**src/rtl/pvic_pkg.sv**
```systemverilog
package pvic_pkg;

    // Register select decoded from the two-bit address.
    typedef enum logic [1:0] {
        REG_MASK = 2'd0,
        REG_CTRL = 2'd1,
        REG_SVC  = 2'd2,
        REG_PEND = 2'd3
    } reg_sel_e;

endpackage

```
**src/rtl/pvic_pending.sv**
```systemverilog
// Pending latch: level lines set bits, clear requests drop them, set wins.
module pvic_pending #(
    parameter int N = 8
) (
    input  logic         clk_i,
    input  logic         rst_ni,
    input  logic [N-1:0] set_i,
    input  logic [N-1:0] clr_i,
    output logic [N-1:0] pend_o
);

    typedef struct packed {
        logic [N-1:0] pend;
    } pend_t;

    pend_t st_d, st_q;

    always_comb begin
        st_d      = st_q;
        st_d.pend = (st_q.pend & ~clr_i) | set_i;
    end

    always_ff @(posedge clk_i or negedge rst_ni) begin
        if (!rst_ni) begin
            st_q <= '0;
        end else begin
            st_q <= st_d;
        end
    end

    assign pend_o = st_q.pend;

endmodule

```
**src/rtl/pvic_select.sv**
```systemverilog
// Eligibility filter and fixed-priority pick (lowest index wins),
// followed by the preemption test against the innermost service.
module pvic_select #(
    parameter int N  = 8,
    parameter int VW = 3
) (
    input  logic [N-1:0]  pend_i,
    input  logic [N-1:0]  mask_i,
    input  logic          en_i,
    input  logic [VW-1:0] thr_i,
    input  logic          empty_i,
    input  logic [VW-1:0] top_i,
    output logic [VW-1:0] cand_o,
    output logic          fire_o
);

    logic [N-1:0] elig;
    logic         any_elig;
    logic         unused_mask;

    assign unused_mask = mask_i[0];

    for (genvar i = 0; i < N; i++) begin : g_elig
        if (i == 0) begin : g_nmi
            assign elig[i] = pend_i[i];
        end else begin : g_std
            assign elig[i] = pend_i[i] & ~mask_i[i] & en_i & (VW'(i) <= thr_i);
        end
    end

    always_comb begin
        cand_o = '0;
        for (int i = N - 1; i >= 0; i--) begin
            if (elig[i]) begin
                cand_o = VW'(i);
            end
        end
    end

    assign any_elig = |elig;
    assign fire_o   = any_elig & (empty_i | (cand_o < top_i));

endmodule

```
**src/rtl/pvic_stack.sv**
```systemverilog
// In-service stack. Push and pop together replace the top entry.
module pvic_stack #(
    parameter int N   = 8,
    parameter int VW  = 3,
    parameter int SPW = 4
) (
    input  logic           clk_i,
    input  logic           rst_ni,
    input  logic           push_i,
    input  logic           pop_i,
    input  logic [VW-1:0]  vec_i,
    output logic [VW-1:0]  top_o,
    output logic [SPW-1:0] depth_o,
    output logic           empty_o
);

    localparam int IW = (N > 1) ? $clog2(N) : 1;

    typedef struct packed {
        logic [N-1:0][VW-1:0] stk;
        logic [SPW-1:0]       sp;
    } stk_t;

    stk_t st_d, st_q;

    always_comb begin
        st_d = st_q;
        if (push_i && pop_i && (st_q.sp != '0)) begin
            st_d.stk[IW'(st_q.sp - 1'b1)] = vec_i;
        end else if (push_i && (st_q.sp < SPW'(N))) begin
            st_d.stk[IW'(st_q.sp)] = vec_i;
            st_d.sp                = st_q.sp + 1'b1;
        end else if (pop_i && (st_q.sp != '0)) begin
            st_d.sp = st_q.sp - 1'b1;
        end
    end

    always_ff @(posedge clk_i or negedge rst_ni) begin
        if (!rst_ni) begin
            st_q <= '0;
        end else begin
            st_q <= st_d;
        end
    end

    assign empty_o = (st_q.sp == '0);
    assign depth_o = st_q.sp;
    assign top_o   = empty_o ? '0 : st_q.stk[IW'(st_q.sp - 1'b1)];

endmodule

```
**src/rtl/pvic_top.sv**
```systemverilog
module pvic_top #(
    parameter int NSRC = 8,
    parameter int DW   = 16
) (
    input  logic                      clk_i,
    input  logic                      rst_ni,
    input  logic [NSRC-1:0]           irq_lines_i,
    input  logic                      int_ack_i,
    input  logic                      reg_we_i,
    input  logic [1:0]                reg_addr_i,
    input  logic [DW-1:0]             reg_wdata_i,
    output logic [DW-1:0]             reg_rdata_o,
    output logic                      irq_o,
    output logic [$clog2(NSRC)-1:0]   vec_o
);

    import pvic_pkg::*;

    localparam int VW  = $clog2(NSRC);
    localparam int SPW = $clog2(NSRC + 1);

    typedef struct packed {
        logic [NSRC-1:0] mask;
        logic [VW-1:0]   thr;
        logic            en;
        logic [VW-1:0]   vec;
    } cfg_t;

    cfg_t cfg_d, cfg_q;

    reg_sel_e        sel_w;
    logic [NSRC-1:0] pend_w;
    logic [NSRC-1:0] clr_w;
    logic [VW-1:0]   cand_w;
    logic            fire_w;
    logic [VW-1:0]   top_w;
    logic [SPW-1:0]  depth_w;
    logic            empty_w;
    logic            take_w;
    logic            eoi_w;
    logic            gie_w;
    logic            unused_wdata;

    assign sel_w        = reg_sel_e'(reg_addr_i);
    assign unused_wdata = ^reg_wdata_i;
    assign gie_w        = cfg_q.en;

    assign take_w = int_ack_i & fire_w;
    assign eoi_w  = reg_we_i & (sel_w == REG_SVC) & ~empty_w;
    assign clr_w  = (take_w ? (NSRC'(1) << cand_w) : '0)
                  | (eoi_w  ? (NSRC'(1) << top_w)  : '0);

    pvic_pending #(.N(NSRC)) u_pend (
        .clk_i  (clk_i),
        .rst_ni (rst_ni),
        .set_i  (irq_lines_i),
        .clr_i  (clr_w),
        .pend_o (pend_w)
    );

    pvic_select #(.N(NSRC), .VW(VW)) u_sel (
        .pend_i  (pend_w),
        .mask_i  (cfg_q.mask),
        .en_i    (cfg_q.en),
        .thr_i   (cfg_q.thr),
        .empty_i (empty_w),
        .top_i   (top_w),
        .cand_o  (cand_w),
        .fire_o  (fire_w)
    );

    pvic_stack #(.N(NSRC), .VW(VW), .SPW(SPW)) u_stk (
        .clk_i   (clk_i),
        .rst_ni  (rst_ni),
        .push_i  (take_w),
        .pop_i   (eoi_w),
        .vec_i   (cand_w),
        .top_o   (top_w),
        .depth_o (depth_w),
        .empty_o (empty_w)
    );

    always_comb begin
        cfg_d = cfg_q;
        if (take_w) begin
            cfg_d.vec = cand_w;
        end
        if (reg_we_i) begin
            case (sel_w)
                REG_MASK: cfg_d.mask = reg_wdata_i[NSRC-1:0] & ~NSRC'(1);
                REG_CTRL: begin
                    cfg_d.thr = reg_wdata_i[VW-1:0];
                    cfg_d.en  = reg_wdata_i[DW-1];
                end
                default: ;
            endcase
        end
    end

    always_ff @(posedge clk_i or negedge rst_ni) begin
        if (!rst_ni) begin
            cfg_q      <= '0;
            cfg_q.mask <= ~NSRC'(1);
            cfg_q.thr  <= VW'(NSRC - 1);
        end else begin
            cfg_q <= cfg_d;
        end
    end

    always_comb begin
        reg_rdata_o = '0;
        case (sel_w)
            REG_MASK: reg_rdata_o[NSRC-1:0] = cfg_q.mask;
            REG_CTRL: begin
                reg_rdata_o[VW-1:0] = cfg_q.thr;
                reg_rdata_o[DW-1]   = cfg_q.en;
            end
            REG_SVC:  reg_rdata_o[SPW-1:0]  = depth_w;
            REG_PEND: reg_rdata_o[NSRC-1:0] = pend_w;
            default: ;
        endcase
    end

    assign irq_o = fire_w;
    assign vec_o = cfg_q.vec;

endmodule

```
**config.mk**
```make
export PLATFORM = sky130hd
export DESIGN_NAME = pvic_top
export DESIGN_NICKNAME = d
export VERILOG_FILES = /design/src/rtl/pvic_pkg.sv /design/src/rtl/pvic_pending.sv /design/src/rtl/pvic_select.sv /design/src/rtl/pvic_stack.sv /design/src/rtl/pvic_top.sv
export SDC_FILE = /design/constraint.sdc
export NUM_CORES = 1
export LEC_CHECK = 0
export ABC_CLOCK_PERIOD_IN_PS = 6800
export CAP_MARGIN = 20
export CELL_PAD_IN_SITES_DETAIL_PLACEMENT = 0
export CELL_PAD_IN_SITES_GLOBAL_PLACEMENT = 1
export CORE_ASPECT_RATIO = 1.1
export CORE_MARGIN = 2
export CORE_UTILIZATION = 43
export CTS_BUF_LIST = sky130_fd_sc_hd__clkbuf_2
export DETAILED_ROUTE_END_ITERATION = 16
export PLACE_DENSITY_LB_ADDON = 0.1
export SETUP_SLACK_MARGIN = 0.1
export SLEW_MARGIN = 20
export SYNTH_ARGS = -nofsm -noshare
export SYNTH_HDL_FRONTEND = slang
export SYNTH_SLANG_ARGS = --single-unit
export TNS_END_PERCENT = 20
```
**constraint.sdc**
```tcl
create_clock -name clk_i -period 6.8 [get_ports clk_i]
set_clock_uncertainty 0.15 [all_clocks]
set_input_delay 1.7 -clock clk_i [delete_from_list [all_inputs] [get_ports clk_i]]
set_output_delay 1.7 -clock clk_i [all_outputs]
set_load 0.02 [all_outputs]
```
==> impl_results.md, run 1 <==
* Root buf cell: clkbuf_2
* Pwr dens at around 310 nW/um2
* Crit path time final at roughly 6.2 ns
* Rows at 32
* Reg clk slew, reported paths at approximately 0.23 ns
* TNS Setup at 0 ns
* Netlist Area Pre-Place at 3160 um2
* Peak per-stage delay on the critical path at ~0.61 ns
* Most frequent cells after synthesis: mux2_2 (42), dfrtp_1 (40), nand2_1 (24)
* Dominant cell type by area after synthesis: dfrtp_1
* Worst setup EP type: output port
* Number of flops mapped to enable cells by yosys at 0
* Residual DRC count at 0
* Synth top area share at between 30% and 40%
* CTS Buffer Depth at 2
* Fmax at about 160 MHz
* Unrepaired setup endpoints after global routing: false
* Worst slew margin at 28.0%
* GRT Overall Usage at 19.8%
* TritonCTS clock tree: built
* Fillers at ~700
* Slew @ Worst Pin at about 1.1 ns
* Antenna violations before repair at 0
* Vias/cell at roughly 5.9
* Maximum vdd drop at approximately 0.15 mV
* CTS Sinks at 50
* Slowest CP cell: clkdlybuf4s50_1
* Post-CTS Setup Repair Bufs at 0
* Final setup violating endpoints at 0
* Startpoint types: register
* First-pass GRT wire length at 12200 um
* TritonCTS buffer count at 5
* Core Box Area at roughly 7000 um2
* Cell variety after synth at approximately 50
* Final worst-path cycle share at 91.3%
* Hold WS at about 0.36 ns
* Worst hold path class: register to register
* Die Y at about 94 um
* Crit-path max FO at 9
* Port-buffer cells at 35
* Die Wd at 85.7 um
* Via count at ~2500
* Layout cells sized above 1 at about a quarter
* Syn avg cell area at around 10 um2
* Vias in the first global route at 2400
* Initial Util at 44.8%
* Top cells by area, synth: dfrtp_1 (32%), mux2_2 (15%), dfstp_2 (8.3%)
* Final Hold Fails at 0
* Clock Latency Late Sink at between 0.4 and 0.5 ns
* Yosys reg bits at 50
* Setup Crit Path Kind: register to output port
* Asr flop ratio synth at 100%
* Total congestion overflow at 0
* Cts hold-fix bufs at 0
* Slew Viols, Final at 0
* Status: complete, no violations
* Drt pass-1 iters at 4
* Routability congestion estimate from global placement at roughly 0.81
* Synth warn at 0
* Most frequent cell after synthesis: mux2_2
* Worst endpoint required time at a little under 5 ns
* Diode count at 0
* H-tree depth at 2
* Max Cap Viol at 0
* Crit path arrival time at roughly 4.4 ns
* Seq/Total Area, Yosys at about two fifths
* WL final at 7400 um
* Mapped Cells at ~310
* Largest net degree at the start of global routing at 51
* Cell mode on critical path: inv_1
* DR iter-0 viols at 116
* NumNets Final at 377
* Io pins at 50
* Post-detailed-route wirelength per cell at 17.5 um
* Die ar. at between 8000 and 9000 um2
* Area Overhead vs Synth at 13.5%
* Post-synth top flop: dfrtp_1
* Leak at between 1 and 1.5 nW
* Detail Route Antenna Nets at 0
* Detail Placement HPWL at approximately 5500 um
* Crit-path cells: inv_1 -> ha_1 -> xor2_2 -> mux2_2 -> o22ai_1 -> nand2_1 -> ha_1 -> a21oi_1 -> a21oi_1 -> inv_1 -> a211o_1 -> nand3_1 -> inv_1 -> clkdlybuf4s50_1
## metrics by stage
stage | std cells | cell area, um2 | util (%) | worst slack [ns] | total power [W]
floorplan | 314 | 3180 | - | 1.22 | 0.000841
global placement | 414 | 3540 | 50.2 | 0.948 | 0.00100
detailed placement | 414 | 3540 | 50.2 | 0.959 | 0.00101
CTS | 422 | 3580 | 50.8 | 0.405 | 0.00113
global route | 422 | 3580 | 50.9 | 0.206 | 0.00120
finish | 422 | 3580 | 50.9 | 0.592 | 0.00112
## cells by family (layout without fill, tap and decap cells)
kind of cell | after synthesis | in the layout | synth area share (%)
buf+inv | 34 | 57 | 5.43
other cells | 1 | 7 | 0.119
fa+ha+maj | 11 | 11 | 4.36
flops | 50 | 50 | 40.0
compound gates | 53 | 53 | 12.4
mux | 50 | 50 | 18.7
xor+xnor | 4 | 4 | 1.35
simple gates | 105 | 105 | 17.7
## sequential cells by signal (all words and copies together), names as in the netlist
name and flops:
u_pend.pend_o 8, gie_w 1, cfg_q 10, u_stk.depth_o 4
vec_o 3, u_stk.st_q 24
## worst paths after layout
| kind | startpoint | endpoint | slack, ns | cells past startpoint |
|---|---|---|---|---|
| min in group asynchronous | rst_ni | u_pend.pend_o[3] | 1.18 | 2 |
| max reg2reg | u_stk.depth_o[1] | u_pend.pend_o[1] | 2.32 | 14 |
| max | u_stk.depth_o[1] | irq_o | 0.59 | 14 |
| max in group asynchronous | rst_ni | u_stk.depth_o[2] | 4.86 | 2 |
| min | vec_o[2] | vec_o[2] | 0.36 | 1 |
| min reg2reg | vec_o[2] | vec_o[2] | 0.36 | 1 |
## area by class of cell
| cell class | count | area, um2 | share of cell area [%] |
|---|---|---|---|
| Clock buffer | 7 | 35.0 | 0.978 |
| Clock inverter | 1 | 7.51 | 0.209 |
| Inverter | 9 | 33.8 | 0.943 |
| Multi-Input combinational cell | 230 | 1750 | 49.0 |
| Sequential cell | 50 | 1260 | 35.3 |
| Tap cell | 85 | 106 | 2.97 |
| Timing Repair Buffer | 40 | 383 | 10.7 |
## placed cells by master (no fill, tap or decap), types with 3 or more instances in the layout
master,n
a21oi_1,19
a222oi_1,4
a22oi_1,4
a31oi_1,4
and3_1,4
buf_4,5
clkbuf_2,7
clkdlybuf4s50_1,34
conb_1,7
dfrtp_1,40
dfstp_2,10
ha_1,10
inv_1,9
mux2_2,42
mux2i_1,5
mux4_2,3
nand2_1,24
nand2b_1,8
nand3_1,9
nand4_1,4
nor2_1,21
nor2_2,6
nor3_1,6
nor3b_1,3
nor4_1,6
o21ai_0,3
or3_1,3
## routing by layer
metal / wire [um] / share of wire (%) / vias up / global-route usage, %
met2: 3910 / 53 / 55 / 36.8
met3: 289 / 3.9 / 9 / 3.08
li1: - / - / 1173 / -
met5: 0 / 0 / - / 0
met4: 115 / 1.6 / 0 / 5.42
met1: 3080 / 42 / 1232 / 23.4
## where the power goes
group	internal, W	switching [W]
Clock	0.0000284	0.0000911
Combinational	0.000242	0.000351
Sequential	0.000349	0.0000562
## critical path: cells and delay by family (launching register included)
family,cells,cell delay (ns)
buffers and inverters,4,0.97
AOI/OAI and AO/OA,4,0.82
DFF,1,0.55
adders and majority gates,2,0.48
xor gates and xnor gates,1,0.43
muxes,1,0.39
and+or+nand+nor,2,0.29
## what timing repair did
| item | in CTS | in global routing |
|---|---|---|
| resized for setup | 0 | 1 |
| endpoints found under the hold margin | 0 | 0 |
| setup endpoints to repair | 0 | 1 |
Power figures use the tool's default switching activity.
==> inputs of run 2 (changes only) <==
Settings changed: CORE_MARGIN 2 to 1.5.
==> run 2 against run 1 <==
Compared with the run above:
- register-to-register slack got worse by 0.14 ns
- sequential share of layout area about the same
- critical path type unchanged
- critical path depth unchanged
- highest routed layer unchanged
- setup slack got worse by 0.084 ns
- die area decreased by 2.2%
- first-iteration DRC count increased by 31%
- largest power group unchanged
- non-clock buffer count unchanged
- largest cell class unchanged
- cell count unchanged
- clock power decreased by 3%
==> impl_results.md, run 2 (synthesis gave the netlist of run 1 again) <==
* Status: complete, no violations (unchanged)
* Area Overhead vs Synth at 13.4% (was 13.5%)
* Residual DRC count at 0 (unchanged)
* Most flop-heavy register: u_stk.st_q (unchanged)
* Clock Latency Late Sink at 0.42 ns (about the same)
* Met2 Wirelength at 3840 um (was 3910 um)
* Maximum vdd drop at 0.176 mV (was 0.150 mV)
* NumNets Final at 377 (unchanged)
* Final setup violating endpoints at 0 (unchanged)
* CP Buf/Inv Count at 4 (unchanged)
* Startpoint types: register (unchanged)
* Max Cap Viol at 0 (unchanged)
* Fillers at 679 (was 684)
* Die Wd at 84.7 um (was 85.7 um)
* Fmax at 159 MHz (was 161 MHz)
* CTS Buffer Depth at 2 (unchanged)
* TritonCTS buffer count at 5 (unchanged)
* Met3 routed WL at 276 um (was 289 um)
* Total congestion overflow at 0 (unchanged)
* Port-buffer cells at 35 (unchanged)
* M1 wire length at 3270 um (was 3080 um)
* Layout cells sized above 1 at 24.0% (was 24.3%)
* Peak per-stage delay on the critical path at 0.61 ns (about the same)
* WL final at 7530 um (was 7400 um)
* Leak at 1.49 nW (about the same)
* Levels on crit path at 14 (unchanged)
* Die Y at 92.9 um (was 93.9 um)
* Max reg flops at 24 (unchanged)
* Slowest CP cell: clkdlybuf4s50_1 (unchanged)
* Setup Crit Path Kind: register to output port (unchanged)
* Detail Route Antenna Nets at 0 (unchanged)
* Final Cell Area at 3580 um2 (about the same)
* Via count at 2447 (was 2469)
* Final worst-path cycle share at 92.5% (was 91.3%)
* Cells after DPL at 414 (unchanged)
* Crit path from: u_stk.depth_o[1] (unchanged)
* Final worst slack at 0.508 ns (was 0.592 ns)
* Crit-path cells: inv_1 -> ha_1 -> xor2_2 -> mux2_2 -> o22ai_1 -> nand2_1 -> ha_1 -> a21oi_1 -> a21oi_1 -> inv_1 -> a211o_1 -> nand3_1 -> inv_1 -> clkdlybuf4s50_1 (unchanged)
* Crit-path max FO at 9 (unchanged)
* Vias/cell at 5.80 (was 5.85)
* Final Hold Fails at 0 (unchanged)
* H-tree depth at 2 (unchanged)
* Post-detailed-route wirelength per cell at 17.9 um (was 17.5 um)
* Post-Place Setup Slack at 0.956 ns (was 0.959 ns)
* Routability congestion estimate from global placement at 0.816 (was 0.812)
* TritonCTS clock tree: built (unchanged)
* Worst endpoint required time at 4.95 ns (about the same)
* Unrepaired setup endpoints after global routing: false (unchanged)
* Worst slew margin at 30.6% (was 28.0%)
* Reg2reg setup slack at 2.18 ns (was 2.32 ns)
* Root buf cell: clkbuf_2 (unchanged)
* Io pins at 50 (unchanged)
* CTS Sinks at 50 (unchanged)
* Worst setup EP type: output port (unchanged)
* Rows at 32 (unchanged)
* Antenna violations before repair at 0 (unchanged)
* DP Area at 3540 um2 (unchanged)
* R2R Path End: u_pend.pend_o[1] (unchanged)
* Detail Placement HPWL at 5520 um (was 5510 um)
* DR top layer: met4 (unchanged)
* Cts hold-fix bufs at 0 (unchanged)
* Most common cell after layout, fill and taps aside: mux2_2 (unchanged)
* Initial Util at 44.8% (unchanged)
* Final core utilization at 50.8% (was 50.9%)
* Worst r2r src: u_stk.depth_o[1] (unchanged)
* Post-Layout Cell Count at 422 (unchanged)
* Slew @ Worst Pin at 1.04 ns (was 1.08 ns)
* Worst hold path class: register to register (unchanged)
* Worst Reg2Reg Path Length in Cells at 14 (unchanged)
* Crit path arrival time at 4.44 ns (was 4.36 ns)
* Diode count at 0 (unchanged)
* Vias in the first global route at 2445 (was 2400)
* Worst Setup EP: irq_o (unchanged)
* Die ar. at 7870 um2 (was 8050 um2)
* Reg clk slew, reported paths at 0.24 ns (was 0.23 ns)
* Core Box Area at 7050 um2 (unchanged)
* Drt pass-1 iters at 4 (unchanged)
* First-pass GRT wire length at 12500 um (was 12200 um)
* Commonest cells after routing, fill and taps aside: mux2_2 (42), dfrtp_1 (40), clkdlybuf4s50_1 (34) (unchanged)
* Cell mode on critical path: inv_1 (unchanged)
* CP delay by family, top: buffers and inverters (unchanged)
* Slew Viols, Final at 0 (unchanged)
* GRT Overall Usage at 20.3% (was 19.8%)
* Crit path time final at 6.29 ns (was 6.21 ns)
* Pwr dens at 314 nW/um2 (was 312 nW/um2)
* DR iter-0 viols at 152 (was 116)
* TNS Setup at 0 ns (unchanged)
* Largest net degree at the start of global routing at 51 (unchanged)
## run 2: cell count changes in the layout (fill, tap and decap cells not counted), sizes merged
cell	delta
clkinv	+2
clkbuf	-1
clkinvlp	-1
## run 2: area by class of cell
| class | instances | area [um2] | share of cell area (%) |
|---|---|---|---|
| Inverter | 9 | 33.8 | 0.944 |
| Sequential cell | 50 | 1260 | 35.3 |
| Clock buffer | 6 | 30.0 | 0.839 |
| Multi-Input combinational cell | 230 | 1750 | 49.0 |
| Clock inverter | 2 | 8.76 | 0.245 |
| Timing Repair Buffer | 40 | 383 | 10.7 |
| Tap cell | 85 | 106 | 2.97 |
## run 2: power by group
group          switching [W]  internal [W]  total, W
Clock              0.0000906     0.0000253  0.000116
Sequential         0.0000555      0.000349  0.000405
Combinational       0.000361      0.000242  0.000603
## run 2: per-stage QoR
step	total power, W	hold slack [ns]
after floorplan	0.000841	0.301
after global placement	0.00100	0.310
after detailed placement	0.00101	0.318
after CTS	0.00113	0.367
after global routing	0.00120	0.399
final	0.00112	0.360
## run 2: worst register-to-register path: stages, from the launching register on
cell and delay [ns]:
dfrtp_1 0.56, inv_1 0.15, ha_1 0.28, xor2_2 0.46, mux2_2 0.39, o22ai_1 0.38, nand2_1 0.16, ha_1 0.21
a21oi_1 0.21, a21oi_1 0.10, inv_1 0.10, a211o_1 0.16, nand4_4 0.38, or4b_1 0.63, a31o_1 0.21
## run 2: how the worst min path moves through the flow
stage / start / endpoint / depth (start not counted)
2_1_floorplan: vec_o[2] / vec_o[2] / 1
3_3_place_gp: vec_o[2] / vec_o[2] / 1
3_5_place_dp: vec_o[2] / vec_o[2] / 1
4_1_cts: vec_o[2] / vec_o[2] / 1
5_1_grt: vec_o[2] / vec_o[2] / 1
6_report: vec_o[2] / vec_o[2] / 1
## run 2: routing by layer
metal	GRT usage, %	vias to the layer above
li1	-	1165
met1	25.9	1218
met2	35.6	52
met3	2.58	12
met4	6.45	0
met5	0	-
## run 2: what timing repair did
item | CTS | global route
endpoints found under the setup margin | 0 | 1
buffers inserted | 0 | 0
endpoints found under the hold margin | 0 | 0
resized for setup | 0 | 1
==> inputs of run 3 (changes only) <==
Settings changed: ABC_CLOCK_PERIOD_IN_PS 6800 to 5540, CORE_UTILIZATION 43 to 39.
Clock period 6.8 ns to 5.54 ns, I/O delays scaled along.
==> run 3 against run 2 <==
Compared with the run above:
- non-clock buffer count grew 6
- first-iteration DRC count shrank 15%
- clock power is 22% higher
- die area is 9.9% higher
- sequential power rose by 19%
- flip-flop and latch count is the same
- largest cell class unchanged
- global-route usage shrank 1.7 points
- via count is 1.4% lower
- clock-buffer cell count fell by 1
- setup slack gained 0.042 ns
- cell area rose by 2.7%
- wire length is 2.4% higher
==> impl_results.md, run 3 (synthesis gave the netlist of run 1 again) <==
* Status: complete, no violations (unchanged)
* Detail Route Antenna Nets at 0 (unchanged)
* Fmax at between 200 and 250 MHz
* NumNets Final at 383 (was 377)
* Pwr dens at 390 nW/um2 (was 314 nW/um2)
* Worst hold path class: register to register (unchanged)
* Crit-path max FO at 7 (was 9)
* Slew @ Worst Pin at 0.642 ns (was 1.04 ns)
* Post-detailed-route wirelength per cell at 17.1 um (was 17.9 um)
* Vias/cell at 5.35 (was 5.80)
* Antenna violations before repair at 0 (unchanged)
* Post-CTS Setup Repair Bufs at 0 (unchanged)
* Net Sw Frac at 44.3% (was 45.2%)
* Crit path arrival time at 3.45 ns (was 4.44 ns)
* CTS Sinks at 50 (unchanged)
* Met3 routed WL at 247 um (was 276 um)
* Drt pass-1 iters at 5 (was 4)
* Reg clk slew, reported paths at 0.23 ns (was 0.24 ns)
* Root buf cell: clkbuf_2 (unchanged)
* Crit path time final at ~5 ns
* Initial Util at 40.1% (was 44.8%)
* Port-buffer cells at 35 (unchanged)
* Io pins at 50 (unchanged)
* Max Cap Viol at 0 (unchanged)
* WL final at 7720 um (was 7530 um)
* Worst setup EP type: output port (unchanged)
* Diode count at 0 (unchanged)
* Leak at 1.54 nW (was 1.49 nW)
* Via count at 2412 (was 2447)
* Worst slew margin at 57.2% (was 30.6%)
* Die ar. at 8650 um2 (was 7870 um2)
* Rows at 34 (was 32)
* Layout cells sized above 1 at 25.9% (was 24.0%)
* H-tree depth at 2 (unchanged)
* Worst endpoint required time at 4.01 ns (was 4.95 ns)
* Routability congestion estimate from global placement at 0.799 (was 0.816)
* TritonCTS buffer count at 5 (unchanged)
* Fillers at 778 (was 679)
* Area Overhead vs Synth at 16.4% (was 13.4%)
* Post-Layout Cell Count at 451 (was 422)
* Vias in the first global route at 2314 (was 2445)
* Int Pwr at 0.000800 W (was 0.000616 W)
* Commonest cells after routing, fill and taps aside: mux2_2 (42), dfrtp_1 (40), clkdlybuf4s50_1 (33) (was mux2_2 (42), dfrtp_1 (40), clkdlybuf4s50_1 (34))
* CTS Buffer Depth at 2 (unchanged)
* Residual DRC count at 0 (unchanged)
* Clock Latency Late Sink at 0.42 ns (about the same)
* Core Box Area at 7870 um2 (was 7050 um2)
* Comb pwr share at 56.6% (was 53.7%)
* Met2 Wirelength at 3980 um (was 3840 um)
* Die Y at 97.4 um (was 92.9 um)
* DR top layer: met4 (unchanged)
* Largest net degree at the start of global routing at 51 (unchanged)
* Total congestion overflow at 0 (unchanged)
* Clock share of power at 9.9% (was 10.3%)
* NetSw at 0.000635 W (was 0.000507 W)
* DR iter-0 viols at 129 (was 152)
* Most flop-heavy register: u_stk.st_q (unchanged)
* TNS Setup at 0 ns (unchanged)
* Slew Viols, Final at 0 (unchanged)
* Final worst-path cycle share at between 90% and 100%
* TritonCTS clock tree: built (unchanged)
* Detail Placement HPWL at 5760 um (was 5520 um)
* Startpoint types: register (unchanged)
* GRT Overall Usage at 18.6% (was 20.3%)
* Unrepaired setup endpoints after global routing: false (unchanged)
* Final Hold Fails at 0 (unchanged)
* M1 wire length at 3420 um (was 3270 um)
* Max reg flops at 24 (unchanged)
* Power Total at 0.00143 W (was 0.00112 W)
* Hold WS at 0.377 ns (was 0.360 ns)
* First-pass GRT wire length at 12300 um (was 12500 um)
* Setup Crit Path Kind: register to output port (unchanged)
* Most common cell after layout, fill and taps aside: mux2_2 (unchanged)
* Maximum vdd drop at 0.154 mV (was 0.176 mV)
* Seq pwr share at 33.4% (was 36.0%)
* Die Wd at 88.8 um (was 84.7 um)
* Cells after DPL at 443 (was 414)
* Final setup violating endpoints at 0 (unchanged)
-- run 3: metal layers --
layer,track usage [%],up-vias
li1,-,1173
met1,24.3,1183
met2,32.2,51
met3,2.63,5
met4,4.33,0
met5,0,-
-- run 3: metrics by stage --
step,util (%),instance area [um2],setup slack [ns]
final,46.7,3670,0.550
after global routing,46.7,3670,0.207
after CTS,46.7,3670,0.102
after detailed placement,45.9,3610,0.413
after global placement,45.9,3610,0.420
after floorplan,-,3180,0.280
-- run 3: power groups by stage --
stage          combinational, W  sequential [W]  clock, W
6_report               0.000813        0.000480  0.000142
5_1_grt                0.000889        0.000488  0.000166
4_1_cts                0.000823        0.000481  0.000153
3_5_place_dp           0.000798        0.000487         0
3_3_place_gp           0.000796        0.000485         0
2_1_floorplan          0.000563        0.000469         0
-- run 3: final cells by class --
type / instances / area [um2] / area share (%)
multi-input combinational: 230 / 1770 / 48.2
sequential: 50 / 1260 / 34.4
timing repair buffer: 46 / 430 / 11.7
inverter: 9 / 33.8 / 0.919
tap: 108 / 135 / 3.68
clock inverter: 3 / 16.3 / 0.443
clock buffer: 5 / 25.0 / 0.681
-- run 3: what timing repair did --
action	CTS	global route
endpoints found under the setup margin	1	1
pin swaps	0	0
gates resized for setup	4	1
hold buffers	0	0
-- run 3: final timing paths --
path,start,to,slack (ns),cells after the start
max reg2reg,u_stk.depth_o[1],u_pend.pend_o[1],1.59,14
min reg2reg,vec_o[2],vec_o[2],0.38,1
max in group asynchronous,rst_ni,u_stk.depth_o[1],3.94,2
min,vec_o[2],vec_o[2],0.38,1
max,u_stk.depth_o[1],irq_o,0.55,14
min in group asynchronous,rst_ni,u_stk.st_q[16],0.88,2
-- run 3: critical path, stage by stage, from the launching register on --
cell and delay [ns]:
dfrtp_1 0.40, inv_1 0.12, ha_4 0.35, mux2_2 0.34, a221oi_1 0.38, o22ai_2 0.18
nand2_1 0.13, ha_1 0.15, a21oi_1 0.09, a21oi_1 0.14, inv_1 0.08, a211o_1 0.27
nand3_1 0.13, inv_1 0.09, dlymetal6s2s_1 0.21
